$ cat src/rtl/vtd_pkg.sv
package vtd_pkg;

    typedef enum logic [3:0] {
        ST_HUNT,
        ST_ONE,
        ST_Z1,
        ST_Z2,
        ST_Z3,
        ST_AZ,
        ST_AF1,
        ST_DID,
        ST_BLK,
        ST_DC,
        ST_DATA,
        ST_CS
    } vtd_state_e;

    localparam int COMP_TRS_LEN = 4;
    localparam int CMPS_TRS_LEN = 5;
    localparam int COMP_HDR_LEN = 3;
    localparam int CMPS_HDR_LEN = 1;
    localparam int ANC_LAT      = CMPS_TRS_LEN - 1;

endpackage

$ cat src/rtl/vtd_parser.sv
module vtd_parser
    import vtd_pkg::*;
#(
    parameter int DW = 10,
    parameter int CW = 8
) (
    input  logic          clk,
    input  logic          rst_n,
    input  logic [DW-1:0] din,
    input  logic          composite,
    output vtd_state_e    state_q,
    output logic          trs_done,
    output logic          hdr_done,
    output logic          in_body
);

    localparam logic [DW-1:0] W_ONES = {DW{1'b1}};
    localparam logic [DW-1:0] W_ZERO = {DW{1'b0}};
    localparam logic [DW-1:0] W_CHDR = W_ONES - DW'(3);

    vtd_state_e    nxt;
    logic [CW-1:0] cnt_q, cnt_d;

    function automatic vtd_state_e hunt_next(input logic [DW-1:0] w, input logic cmp);
        if (w == W_ONES)                 return ST_ONE;
        else if (cmp && w == W_CHDR)     return ST_DID;
        else if (!cmp && w == W_ZERO)    return ST_AZ;
        else                             return ST_HUNT;
    endfunction

    assign in_body  = (state_q == ST_DID) || (state_q == ST_BLK) || (state_q == ST_DC)
                   || (state_q == ST_DATA) || (state_q == ST_CS);
    assign trs_done = (state_q == ST_Z3 && composite)
                   || (state_q == ST_Z2 && !composite && din[DW-1]);
    assign hdr_done = (nxt == ST_DID) && !in_body;

    always_comb begin
        nxt   = state_q;
        cnt_d = cnt_q;
        unique case (state_q)
            ST_HUNT: nxt = hunt_next(din, composite);
            ST_ONE:  nxt = (din == W_ZERO) ? ST_Z1 : hunt_next(din, composite);
            ST_Z1:   nxt = (din == W_ZERO) ? ST_Z2 : hunt_next(din, composite);
            ST_Z2: begin
                if (composite)
                    nxt = (din == W_ZERO) ? ST_Z3 : hunt_next(din, composite);
                else if (din[DW-1])
                    nxt = ST_HUNT;
                else
                    nxt = hunt_next(din, composite);
            end
            ST_Z3:   nxt = ST_HUNT;
            ST_AZ: begin
                if (din == W_ONES)      nxt = ST_AF1;
                else if (din == W_ZERO) nxt = ST_AZ;
                else                    nxt = hunt_next(din, composite);
            end
            ST_AF1: begin
                if (din == W_ONES)      nxt = ST_DID;
                else if (din == W_ZERO) nxt = ST_Z1;
                else                    nxt = hunt_next(din, composite);
            end
            ST_DID:  nxt = ST_BLK;
            ST_BLK:  nxt = ST_DC;
            ST_DC: begin
                cnt_d = din[CW-1:0];
                nxt   = (din[CW-1:0] == '0) ? ST_CS : ST_DATA;
            end
            ST_DATA: begin
                cnt_d = cnt_q - 1'b1;
                nxt   = (cnt_q <= CW'(1)) ? ST_CS : ST_DATA;
            end
            ST_CS:   nxt = ST_HUNT;
            default: nxt = ST_HUNT;
        endcase
    end

    always_ff @(posedge clk or negedge rst_n) begin
        if (!rst_n) begin
            state_q <= ST_HUNT;
            cnt_q   <= '0;
        end else begin
            state_q <= nxt;
            cnt_q   <= cnt_d;
        end
    end

endmodule

$ cat src/rtl/vtd_ancmark.sv
module vtd_ancmark
    import vtd_pkg::*;
#(
    parameter int TAPS = ANC_LAT + 1
) (
    input  logic clk,
    input  logic rst_n,
    input  logic in_body,
    input  logic hdr_done,
    input  logic trs_done,
    input  logic composite,
    input  logic mark_trs,
    output logic anc_flag
);

    function automatic logic [TAPS-1:0] low_ones(input int n);
        logic [TAPS-1:0] m;
        m = '0;
        for (int i = 0; i < TAPS; i++)
            if (i < n) m[i] = 1'b1;
        return m;
    endfunction

    localparam logic [TAPS-1:0] M_CHDR = low_ones(COMP_HDR_LEN);
    localparam logic [TAPS-1:0] M_PHDR = low_ones(CMPS_HDR_LEN);
    localparam logic [TAPS-1:0] M_CTRS = low_ones(COMP_TRS_LEN);
    localparam logic [TAPS-1:0] M_PTRS = low_ones(CMPS_TRS_LEN);

    logic [TAPS-1:0] sr_q, sr_d, hdr_m, trs_m;

    always_comb begin
        hdr_m = hdr_done ? (composite ? M_PHDR : M_CHDR) : '0;
        trs_m = (trs_done && mark_trs) ? (composite ? M_PTRS : M_CTRS) : '0;
        sr_d  = {sr_q[TAPS-2:0], in_body} | hdr_m | trs_m;
    end

    always_ff @(posedge clk or negedge rst_n) begin
        if (!rst_n) sr_q <= '0;
        else        sr_q <= sr_d;
    end

    assign anc_flag = sr_q[TAPS-1];

endmodule

$ cat src/rtl/vtd_refwatch.sv
module vtd_refwatch #(
    parameter int WIN = 1780,
    parameter int RUN = 7
) (
    input  logic clk,
    input  logic rst_n,
    input  logic ref_hit,
    output logic miss_pulse,
    output logic no_ref
);

    localparam int GW = $clog2(WIN + 1);
    localparam int RW = $clog2(RUN + 1);

    logic [GW-1:0] gap_q;
    logic [RW-1:0] miss_q, hit_q;

    assign miss_pulse = !ref_hit && (gap_q == GW'(WIN - 1));

    always_ff @(posedge clk or negedge rst_n) begin
        if (!rst_n) begin
            gap_q  <= '0;
            miss_q <= '0;
            hit_q  <= '0;
            no_ref <= 1'b1;
        end else if (ref_hit) begin
            gap_q  <= '0;
            miss_q <= '0;
            if (hit_q != RW'(RUN)) hit_q <= hit_q + 1'b1;
            if (hit_q == RW'(RUN - 1)) no_ref <= 1'b0;
        end else if (miss_pulse) begin
            gap_q <= '0;
            hit_q <= '0;
            if (miss_q != RW'(RUN)) miss_q <= miss_q + 1'b1;
            if (miss_q == RW'(RUN - 1)) no_ref <= 1'b1;
        end else begin
            gap_q <= gap_q + 1'b1;
        end
    end

endmodule

$ cat src/rtl/vid_timing_decoder.sv
module vid_timing_decoder
    import vtd_pkg::*;
#(
    parameter int DW       = 10,
    parameter int CW       = 8,
    parameter int LINE_LEN = 1716,
    parameter int MARGIN   = 64,
    parameter int RUN      = 7
) (
    input  logic          clk,
    input  logic          rst_n,
    input  logic [DW-1:0] din,
    input  logic          composite,
    input  logic          mark_trs,
    output logic          hsync,
    output logic          vblank,
    output logic [2:0]    field_id,
    output logic          anc_flag,
    output logic          no_ref
);

    localparam int WIN   = LINE_LEN + MARGIN;
    localparam int F_BIT = DW - 2;
    localparam int V_BIT = DW - 3;
    localparam int H_BIT = DW - 4;
    localparam int IDVB  = 3;

    vtd_state_e state_q;
    logic       trs_done, hdr_done, in_body, miss_pulse;

    vtd_parser #(.DW(DW), .CW(CW)) u_parser (
        .clk(clk), .rst_n(rst_n), .din(din), .composite(composite),
        .state_q(state_q), .trs_done(trs_done), .hdr_done(hdr_done), .in_body(in_body)
    );

    vtd_ancmark u_mark (
        .clk(clk), .rst_n(rst_n), .in_body(in_body), .hdr_done(hdr_done),
        .trs_done(trs_done), .composite(composite), .mark_trs(mark_trs),
        .anc_flag(anc_flag)
    );

    vtd_refwatch #(.WIN(WIN), .RUN(RUN)) u_watch (
        .clk(clk), .rst_n(rst_n), .ref_hit(trs_done),
        .miss_pulse(miss_pulse), .no_ref(no_ref)
    );

    always_ff @(posedge clk or negedge rst_n) begin
        if (!rst_n) begin
            hsync    <= 1'b0;
            vblank   <= 1'b0;
            field_id <= '0;
        end else if (trs_done) begin
            if (composite) begin
                hsync    <= 1'b1;
                vblank   <= din[IDVB];
                field_id <= din[2:0];
            end else begin
                hsync    <= din[H_BIT];
                vblank   <= din[V_BIT];
                field_id <= {2'b00, din[F_BIT]};
            end
        end else if (composite) begin
            hsync <= 1'b0;
        end
    end

endmodule

$ cat config.mk
export PLATFORM = sky130hd
export DESIGN_NAME = vid_timing_decoder
export DESIGN_NICKNAME = d
export VERILOG_FILES = /design/src/rtl/vtd_pkg.sv /design/src/rtl/vtd_parser.sv /design/src/rtl/vtd_ancmark.sv /design/src/rtl/vtd_refwatch.sv /design/src/rtl/vid_timing_decoder.sv
export SDC_FILE = /design/constraint.sdc
export NUM_CORES = 1
export LEC_CHECK = 0
export BUFFER_PORTS_ARGS = -buffer_cell sky130_fd_sc_hd__buf_4
export CORE_ASPECT_RATIO = 0.6
export CORE_MARGIN = 4
export CORE_UTILIZATION = 45
export DETAILED_ROUTE_END_ITERATION = 6
export GPL_ROUTABILITY_DRIVEN = 0
export GPL_TIMING_DRIVEN = 0
export SYNTH_ARGS = -nofsm -noshare
export SYNTH_HDL_FRONTEND = slang
export SYNTH_SLANG_ARGS = --single-unit
$ cat constraint.sdc
create_clock -name clk -period 2.45 [get_ports clk]
set_clock_uncertainty 0.1 [all_clocks]
set_input_delay 0.245 -clock clk [delete_from_list [all_inputs] [get_ports clk]]
set_output_delay 0.245 -clock clk [all_outputs]
set_load 0.03 [all_outputs]
==> results of run 1 <==
power groups by stage:
stage	logic, mW	clock network [mW]	registers [mW]
floorplan	0.148	0	0.789
global placement	0.220	0	0.800
detailed placement	0.225	0	0.802
CTS	0.228	0.476	0.789
global route	0.264	0.515	0.798
finish	0.226	0.470	0.790
cell usage in the layout (no fill, tap or decap), types with 4 or more instances in the layout:
cell type,netlist,final
nand4_1,4,4
nor2_1,33,33
buf_2,8,8
xnor2_1,4,4
nand2_1,18,18
ha_1,9,9
dfrtp_1,39,39
buf_4,0,20
nor3_1,6,6
a21oi_1,16,16
nand2b_1,7,7
xor2_1,6,6
inv_1,9,9
clkbuf_8,0,6
nand3_1,8,8
o21ai_0,19,19
mux2i_1,5,5
stage by stage:
step	hold WS (ps)	utilization (%)
3_3_place_gp	156	51.1
6_report	92.5	53.2
2_1_floorplan	-151	-
4_1_cts	88.4	53.2
5_1_grt	102	53.2
3_5_place_dp	156	51.1
final timing paths:
path                                          startpoint                             to  slack [ps]  depth (start not counted)
max                        u_parser.state_q[0]$_DFF_PN0_  u_parser.cnt_q[3]$_DFFE_PN0P_         450                          8
min                                             mark_trs       u_mark.sr_q[3]$_DFF_PN0_          90                          2
max reg2reg                u_parser.state_q[0]$_DFF_PN0_  u_parser.cnt_q[3]$_DFFE_PN0P_         450                          8
min reg2reg                     u_mark.sr_q[2]$_DFF_PN0_       u_mark.sr_q[3]$_DFF_PN0_         330                          1
max in group asynchronous                          rst_n     u_watch.no_ref$_DFFE_PN1P_        1520                          2
min in group asynchronous                          rst_n     u_watch.gap_q[4]$_DFF_PN0_         360                          2
state kept, by name (all words and copies together) (netlist names):
register	cells
u_mark.sr_q	5
u_watch.miss_q	3
u_watch.no_ref	1
field_id	3
vblank	1
u_watch.hit_q	3
u_watch.gap_q	11
u_parser.cnt_q	8
hsync	1
u_parser.state_q	4
cells by family (layout without fill, tap and decap cells):
kind of cell | Yosys count | after routing
simple gates | 106 | 106
compound gates | 67 | 67
flops | 40 | 40
buf+inv | 20 | 49
xor+xnor | 10 | 10
fa+ha+maj | 9 | 9
mux | 5 | 5
final cells by class:
type	count	area [µm²]	share of cell area, %
Tap cell	66	82.6	3.06
Inverter	9	33.8	1.25
Timing Repair Buffer	21	160	5.93
Multi-Input combinational cell	197	1270	47.2
Clock buffer	7	86.3	3.20
Sequential cell	40	1000	37.1
Clock inverter	1	7.51	0.278
Buffer	11	52.6	1.95
layer usage:
layer / share of wire [%] / routed length (µm) / GRT usage (%)
met4: 0.64 / 36 / 3.65
met3: 5.2 / 293 / 4.25
met5: 0 / 0 / 0
met2: 36 / 2030 / 22.7
met1: 58 / 3260 / 32.7
==> results_dict.tcl, run 1 <==
set metrics [dict create \
    run_status "completed" \
    synth_compound_area_share_pct 18.9 \
    grt_max_degree 41 \
    area_growth_pct 14.2 \
    drv_slew 0 \
    totalWireLength_um 5620 \
    synth_xor_area_share_pct 3.71 \
    synth-main-ff-cell "dfrtp_1" \
    end_kind "flop" \
    fillers 475 \
    synth.area.mux_share_pct 2.12 \
    finalSetupTns_ps 0 \
    drt_pass1_iterations 4 \
    initialDrtViolationCount 168 \
    swShare_pct 28.8 \
    dp_hpwl_um 4250 \
    power.density_mw_per_mm2 550 \
    max-slew-margin-rel_pct 42.9 \
    cts_buffers 5 \
    synthesis.nets 280 \
    grt_pass1_wl_um 9590 \
    yosys_warnings 0 \
    cts_resized 0 \
    core_mm2 0.00508 \
    cts.path.max_buffers 2 \
    hold_path_class "input pin to flop" \
    crit_slowest_cell "dfrtp_1" \
    ir_worst_vdd_mv 0.220 \
    antenna_found_initial 0 \
    netlist_top_cells_count "dfrtp_1, nor2_1, o21ai_0" \
    worst-slew-pin-transition_ps 849 \
    total_power_mw 1.49 \
    design_area_mm2 0.00270 \
    diodes 0 \
    synth-seq-area-share_pct 42.4 \
    synth_top_family_by_area "simple AND/OR/NAND/NOR gates" \
    cts_tree "built" \
    cts.sinks 40 \
    start_util_pct 46.5 \
    viasPerCell 5.68 \
    clkPwrFrac_pct 31.6 \
    cts_setup_buffers 0 \
    overflow 0 \
    h-tree-depth 2 \
    critPathArrivalTime_ps 2080 \
    crit_buf_inv 3 \
    cp_max_fo 10 \
    vias 1999 \
    drive_above_1_share_pct 18.5 \
    grt_use_total_pct 18.9 \
    cp_slowest_stage_delay_ps 380 \
    nets 308 \
    synth_area_mm2 0.00236 \
    dieArea_mm2 0.00651 \
    synth.most_common_cell "dfrtp_1" \
    die_x_um 102 \
    min_period_ps 2000 \
    async_flop_share_pct 100 \
    rows 20 \
    synth_area_leaders "dfrtp_1, nor2_1, ha_1" \
    p_leak_nw 1.19 \
    detail_route.wl_per_cell_um 16.0 \
    ios 21 \
    root_buffer "clkbuf_8" \
    pwr-share-comb_pct 15.2 \
    synth.distinct_cells 60 \
    fmax_mhz 500 \
    p_int_mw 1.06 \
    path_clk_slew_ps 90 \
    dp_slack_ps 469 \
    switching_power_uw 428 \
    place_area_mm2 0.00260 \
    crit_family "buffers and inverters" \
    timing.final.ws_setup_ps 449 \
    pwr-share-seq_pct 53.2 \
    fp.dieH_um 64.1 \
    synth_edf_count 0 \
    synth_seq_cells 40 \
    crit_chain "buf_2, nand2_1, nand2_1, or2_1, clkbuf_1, buf_2, o21ai_0, o21ai_0" \
    period_share_pct 81.7 \
    syn_avg_cell_area_um2 9.20 \
    drc 0 \
    rsz0062_at_grt "false" \
    portBuffers 20 \
    yosys.area.top_type_share_pct 41.3 \
    yosys.area.top_type "dfrtp_1" \
    cts_hold_buf 1 \
    critical_path.startpoint_type "flop" \
    ant_nets 0 \
    crit_required_ps 2530 \
    drv_cap 0 \
    grt_pass1_vias 1855 \
    synthSimpleGateAreaFrac_pct 24.5 \
    place_inst 343 \
    critical_path_class "flop to flop" \
    setup_violations 0 \
    synth-adder-area-share_pct 4.76 \
    final_cells 352 \
    synthCells 257 \
    hold_viol 0 \
    clk_latency_ps 290 \
]
Power figures use the tool's default switching activity.
==> run 2, diff against run 1 <==
Settings changed: PLACE_DENSITY set to 0.65.
Clock period 2.45 ns to 1.81 ns, I/O delays scaled along.
==> results_dict.tcl, run 2 (synthesis results as in run 1) <==
set metrics [dict create \
    p_int_mw 1.42 \
    p_leak_nw 1.28 \
    end_kind "flop" \
    fp.dieH_um 64.1 \
    grt_pass1_wl_um 9500 \
    worst-slew-pin-transition_ps 800 \
    seqCellArea_mm2 0.00101 \
    root_buffer "clkbuf_8" \
    drt_pass1_iterations 5 \
    min_from "mark_trs" \
    fillers 450 \
    final_common_cell "dfrtp_1" \
    drive_above_1_share_pct 28.2 \
    core_mm2 0.00508 \
    startpoint "u_parser.state_q[3]$_DFF_PN0_" \
    initialDrtViolationCount 211 \
    largest_reg_flops 11 \
    cts_buffers 5 \
    reg2reg_depth 7 \
    drv_slew 0 \
    dp_slack_ps -148 \
    period_share_pct 102 \
    violations "setup timing" \
    min_period_ps 1850 \
    overflow 0 \
    diodes 0 \
    nets 320 \
    drc 0 \
    r2r_start "u_parser.state_q[3]$_DFF_PN0_" \
    cts_tree "built" \
    antenna_found_initial 0 \
    critical_path.startpoint_type "flop" \
    clkPwrFrac_pct 29.0 \
    r2r_slack_ps -40 \
    grt_use_total_pct 18.7 \
    die_x_um 102 \
    final_cells 364 \
    ios 21 \
    critPathArrivalTime_ps 1980 \
    grt_pass1_vias 1843 \
    viasPerCell 5.88 \
    vias 2140 \
    ant_nets 0 \
    multi_input_area_mm2 0.00138 \
    setup_violations 3 \
    cts.path.max_buffers 2 \
    portBuffers 20 \
    hold_depth 2 \
    run_status "complete, but fails checks" \
    grt_max_degree 41 \
    pwr-share-seq_pct 53.8 \
    whs_ps 30.9 \
    drv_cap 0 \
    cp_max_fo 3 \
    fmax_mhz 542 \
    dp_hpwl_um 4070 \
    place_inst 343 \
    swShare_pct 29.0 \
    hold_viol 0 \
    path_clk_slew_ps 80 \
    timing.final.ws_setup_ps -36.4 \
    hold_path_class "input pin to flop" \
    hold_end "u_mark.sr_q[3]$_DFF_PN0_" \
    ir_worst_vdd_mv 0.360 \
    dieArea_mm2 0.00651 \
    area_growth_pct 23.9 \
    final_cell_mix "dfrtp_1, nor2_1, buf_4, o21ai_0, nand2_1" \
    cts.sinks 40 \
    pwr-share-comb_pct 17.3 \
    switching_power_uw 580 \
    detail_route.wl_per_cell_um 16.7 \
    clk_latency_ps 290 \
    totalWireLength_um 6080 \
    critical_path_class "flop to flop" \
    h-tree-depth 2 \
    rr_endpoint "u_mark.sr_q[1]$_DFF_PN0_" \
    max-slew-margin-rel_pct 46.2 \
    rsz0062_at_grt "true" \
    total_power_mw 2.00 \
    largest_register "u_watch.gap_q" \
    crit_required_ps 1950 \
    reg_top3 "u_watch.gap_q: 11 flops, u_parser.cnt_q: 8 flops, u_mark.sr_q: 5 flops" \
    start_util_pct 46.5 \
    rows 20 \
    power.density_mw_per_mm2 683 \
]
run 2: cell type report:
type / count / area share [%]
well taps: 66 / 2.82
clock buffers: 7 / 2.61
repair buffers: 35 / 9.01
flip-flops and latches: 40 / 34.3
multi-input cells: 197 / 47.2
plain buffers: 9 / 2.65
clock inverters: 1 / 0.171
inverters: 9 / 1.15
run 2: power groups by stage:
stage	clock network, mW	registers [mW]	logic, mW
after floorplan	0	1.07	0.200
after global placement	0	1.08	0.295
after detailed placement	0	1.09	0.304
after CTS	0.596	1.07	0.310
after global routing	0.628	1.09	0.391
final	0.580	1.08	0.345
run 2: worst max path at each step:
stage	endpoint	slack, ps	depth (start not counted)
floorplan	u_watch.miss_q[1]$_DFFE_PN0P_	90	5
global placement	u_parser.cnt_q[3]$_DFFE_PN0P_	-140	8
detailed placement	u_parser.cnt_q[5]$_DFFE_PN0P_	-150	8
CTS	u_parser.cnt_q[5]$_DFFE_PN0P_	-10	7
global route	u_mark.sr_q[0]$_DFF_PN0_	-80	7
finish	u_mark.sr_q[1]$_DFF_PN0_	-40	7
run 2: per-layer routing:
metal  share of wire (%)  GRT usage, %  up-vias
met5                   0             0        -
met4                0.76          5.14        0
met3                 7.7          5.02        5
met2                  41          23.7       88
met1                  51          30.2     1031
li1                    -             -     1016
run 2: repair_timing:
item / in CTS / in global routing
pin swaps: 3 / 8
cloned: 1 / 2
hold buffers: 1 / 0
resized for setup: 11 / 37
endpoints found under the hold margin: 39 / 0
setup buffers: 1 / 10
setup endpoints to repair: 31 / 35
run 2: worst max-delay path, cell delays in order, from the launching register on:
cell and delay [ps]:
dfrtp_1 430, buf_6 150, nor4bb_4 300, o2111ai_2 150, a32oi_1 220, a2111o_1 220
o2111ai_2 140, nand2_1 80
run 2: through the flow:
stage	area (µm²)	util, %	setup TNS [ps]
after global placement	2600	51.1	-2170
after CTS	2730	53.8	-9.79
after detailed placement	2600	51.1	-2540
after global routing	2930	57.7	-648
after floorplan	2360	-	0
final	2930	57.7	-86.6
==> run 3, diff against run 2 <==
Settings changed: TNS_END_PERCENT set to 20.
==> results_dict.tcl, run 3 (synthesis results as in run 1) <==
set metrics [dict create \
    cts.sinks 40 \
    ir_worst_vdd_mv 0.365 \
    drv_slew 0 \
    cp_max_fo 5 \
    detail_route.wl_per_cell_um 15.6 \
    largest_reg_flops 11 \
    run_status "complete, but fails checks" \
    critical_path_class "flop to flop" \
    cts.path.max_buffers 2 \
    final_cell_mix "dfrtp_1, nor2_1, buf_4, nand2_1, o21ai_0" \
    diodes 0 \
    place_inst 343 \
    end_kind "flop" \
    clk_latency_ps 290 \
    critPathArrivalTime_ps 1900 \
    antenna_found_initial 0 \
    power.density_mw_per_mm2 689 \
    setup_violations 1 \
    h-tree-depth 2 \
    hold_viol 0 \
    path_clk_slew_ps 80 \
    r2r_slack_ps -3 \
    grt_max_degree 41 \
    ant_nets 0 \
    overflow 0 \
    min_period_ps 1810 \
    cts_tree "built" \
    fp.dieH_um 64.1 \
    initialDrtViolationCount 159 \
    grt_pass1_wl_um 9390 \
    drc 0 \
    reg_top3 "u_watch.gap_q: 11 flops, u_parser.cnt_q: 8 flops, u_mark.sr_q: 5 flops" \
    max-slew-margin-rel_pct 46.2 \
    die_x_um 102 \
    final_cells 362 \
    largest_register "u_watch.gap_q" \
    rows 20 \
    crit_required_ps 1900 \
    fillers 454 \
    total_power_mw 1.97 \
    worst-slew-pin-transition_ps 800 \
    grt_use_total_pct 18.5 \
    core_mm2 0.00508 \
    portBuffers 20 \
    start_util_pct 46.5 \
    grt_pass1_vias 1818 \
    root_buffer "clkbuf_8" \
    timing.final.ws_setup_ps -3.49 \
    totalWireLength_um 5660 \
    final_common_cell "dfrtp_1" \
    hold_path_class "input pin to flop" \
    vias 2060 \
    ios 21 \
    violations "setup timing" \
    viasPerCell 5.69 \
    drive_above_1_share_pct 26.0 \
    critical_path.startpoint_type "flop" \
    finalSetupTns_ps -3.49 \
    drv_cap 0 \
    period_share_pct 100 \
    finish.utilization_pct 56.3 \
    dp_hpwl_um 4070 \
    nets 318 \
    fmax_mhz 551 \
    dieArea_mm2 0.00651 \
    area_growth_pct 20.9 \
    drt_pass1_iterations 5 \
    p_leak_nw 1.26 \
    rsz0062_at_grt "true" \
    cts_buffers 5 \
]
run 3: cell type report:
| class | count | area [µm²] | share of cell area [%] |
|---|---|---|---|
| inverters | 9 | 33.8 | 1.18 |
| flip-flops and latches | 40 | 1010 | 35.2 |
| well taps | 66 | 82.6 | 2.89 |
| multi-input cells | 197 | 1330 | 46.5 |
| repair buffers | 33 | 245 | 8.58 |
| clock inverters | 1 | 5.00 | 0.175 |
| plain buffers | 9 | 81.3 | 2.85 |
| clock buffers | 7 | 76.3 | 2.67 |
run 3: report_power, final:
group          total (mW)  switching, mW  internal (mW)
clock network       0.585          0.314          0.271
registers            1.07         0.0926          0.979
logic               0.312          0.163          0.149
total                1.97          0.570           1.40
run 3: metrics by stage:
step	setup slack (ps)	area (µm²)	hold WS, ps
final	-3.49	2860	30.9
after global routing	-90.1	2860	48.9
after CTS	-36.5	2720	18.8
after detailed placement	-148	2600	98.7
after global placement	-144	2600	95.7
after floorplan	91.5	2360	-215
run 3: layer usage:
layer	up-vias	routed length [µm]	GRT usage [%]	part of all wire (%)
met5	-	0	0	0
met4	0	49	4.98	0.87
met3	6	482	5.34	8.5
met2	80	2170	23.4	38
met1	972	2950	29.8	52
li1	1002	-	-	-
run 3: critical path: stages (launching register included):
cell and delay (ps):
dfrtp_2 440, buf_6 140, nor4bb_1 120, o2111ai_1 130, a32oi_1 130, a2111o_1 440, o211ai_1 130, nand2_1 70
run 3: path summary, 6_finish.rpt:
check                                                end  cells after the start                           from
max                             u_mark.sr_q[0]$_DFF_PN0_                      7  u_parser.state_q[1]$_DFF_PN0_
min                             u_mark.sr_q[3]$_DFF_PN0_                      2                       mark_trs
max reg2reg                     u_mark.sr_q[0]$_DFF_PN0_                      7  u_parser.state_q[1]$_DFF_PN0_
min reg2reg                     u_mark.sr_q[3]$_DFF_PN0_                      1       u_mark.sr_q[2]$_DFF_PN0_
max in group asynchronous  u_parser.cnt_q[0]$_DFFE_PN0P_                      2                          rst_n
min in group asynchronous  u_parser.cnt_q[4]$_DFFE_PN0P_                      2                          rst_n
run 3: what timing repair did:
action | in CTS | in global routing
resized for setup | 8 | 30
gates cloned | 0 | 2
hold buffers | 1 | 0
endpoints found under the setup margin | 31 | 35
pin swaps | 2 | 9
hold endpoints to repair | 39 | 0
setup buffers | 1 | 9
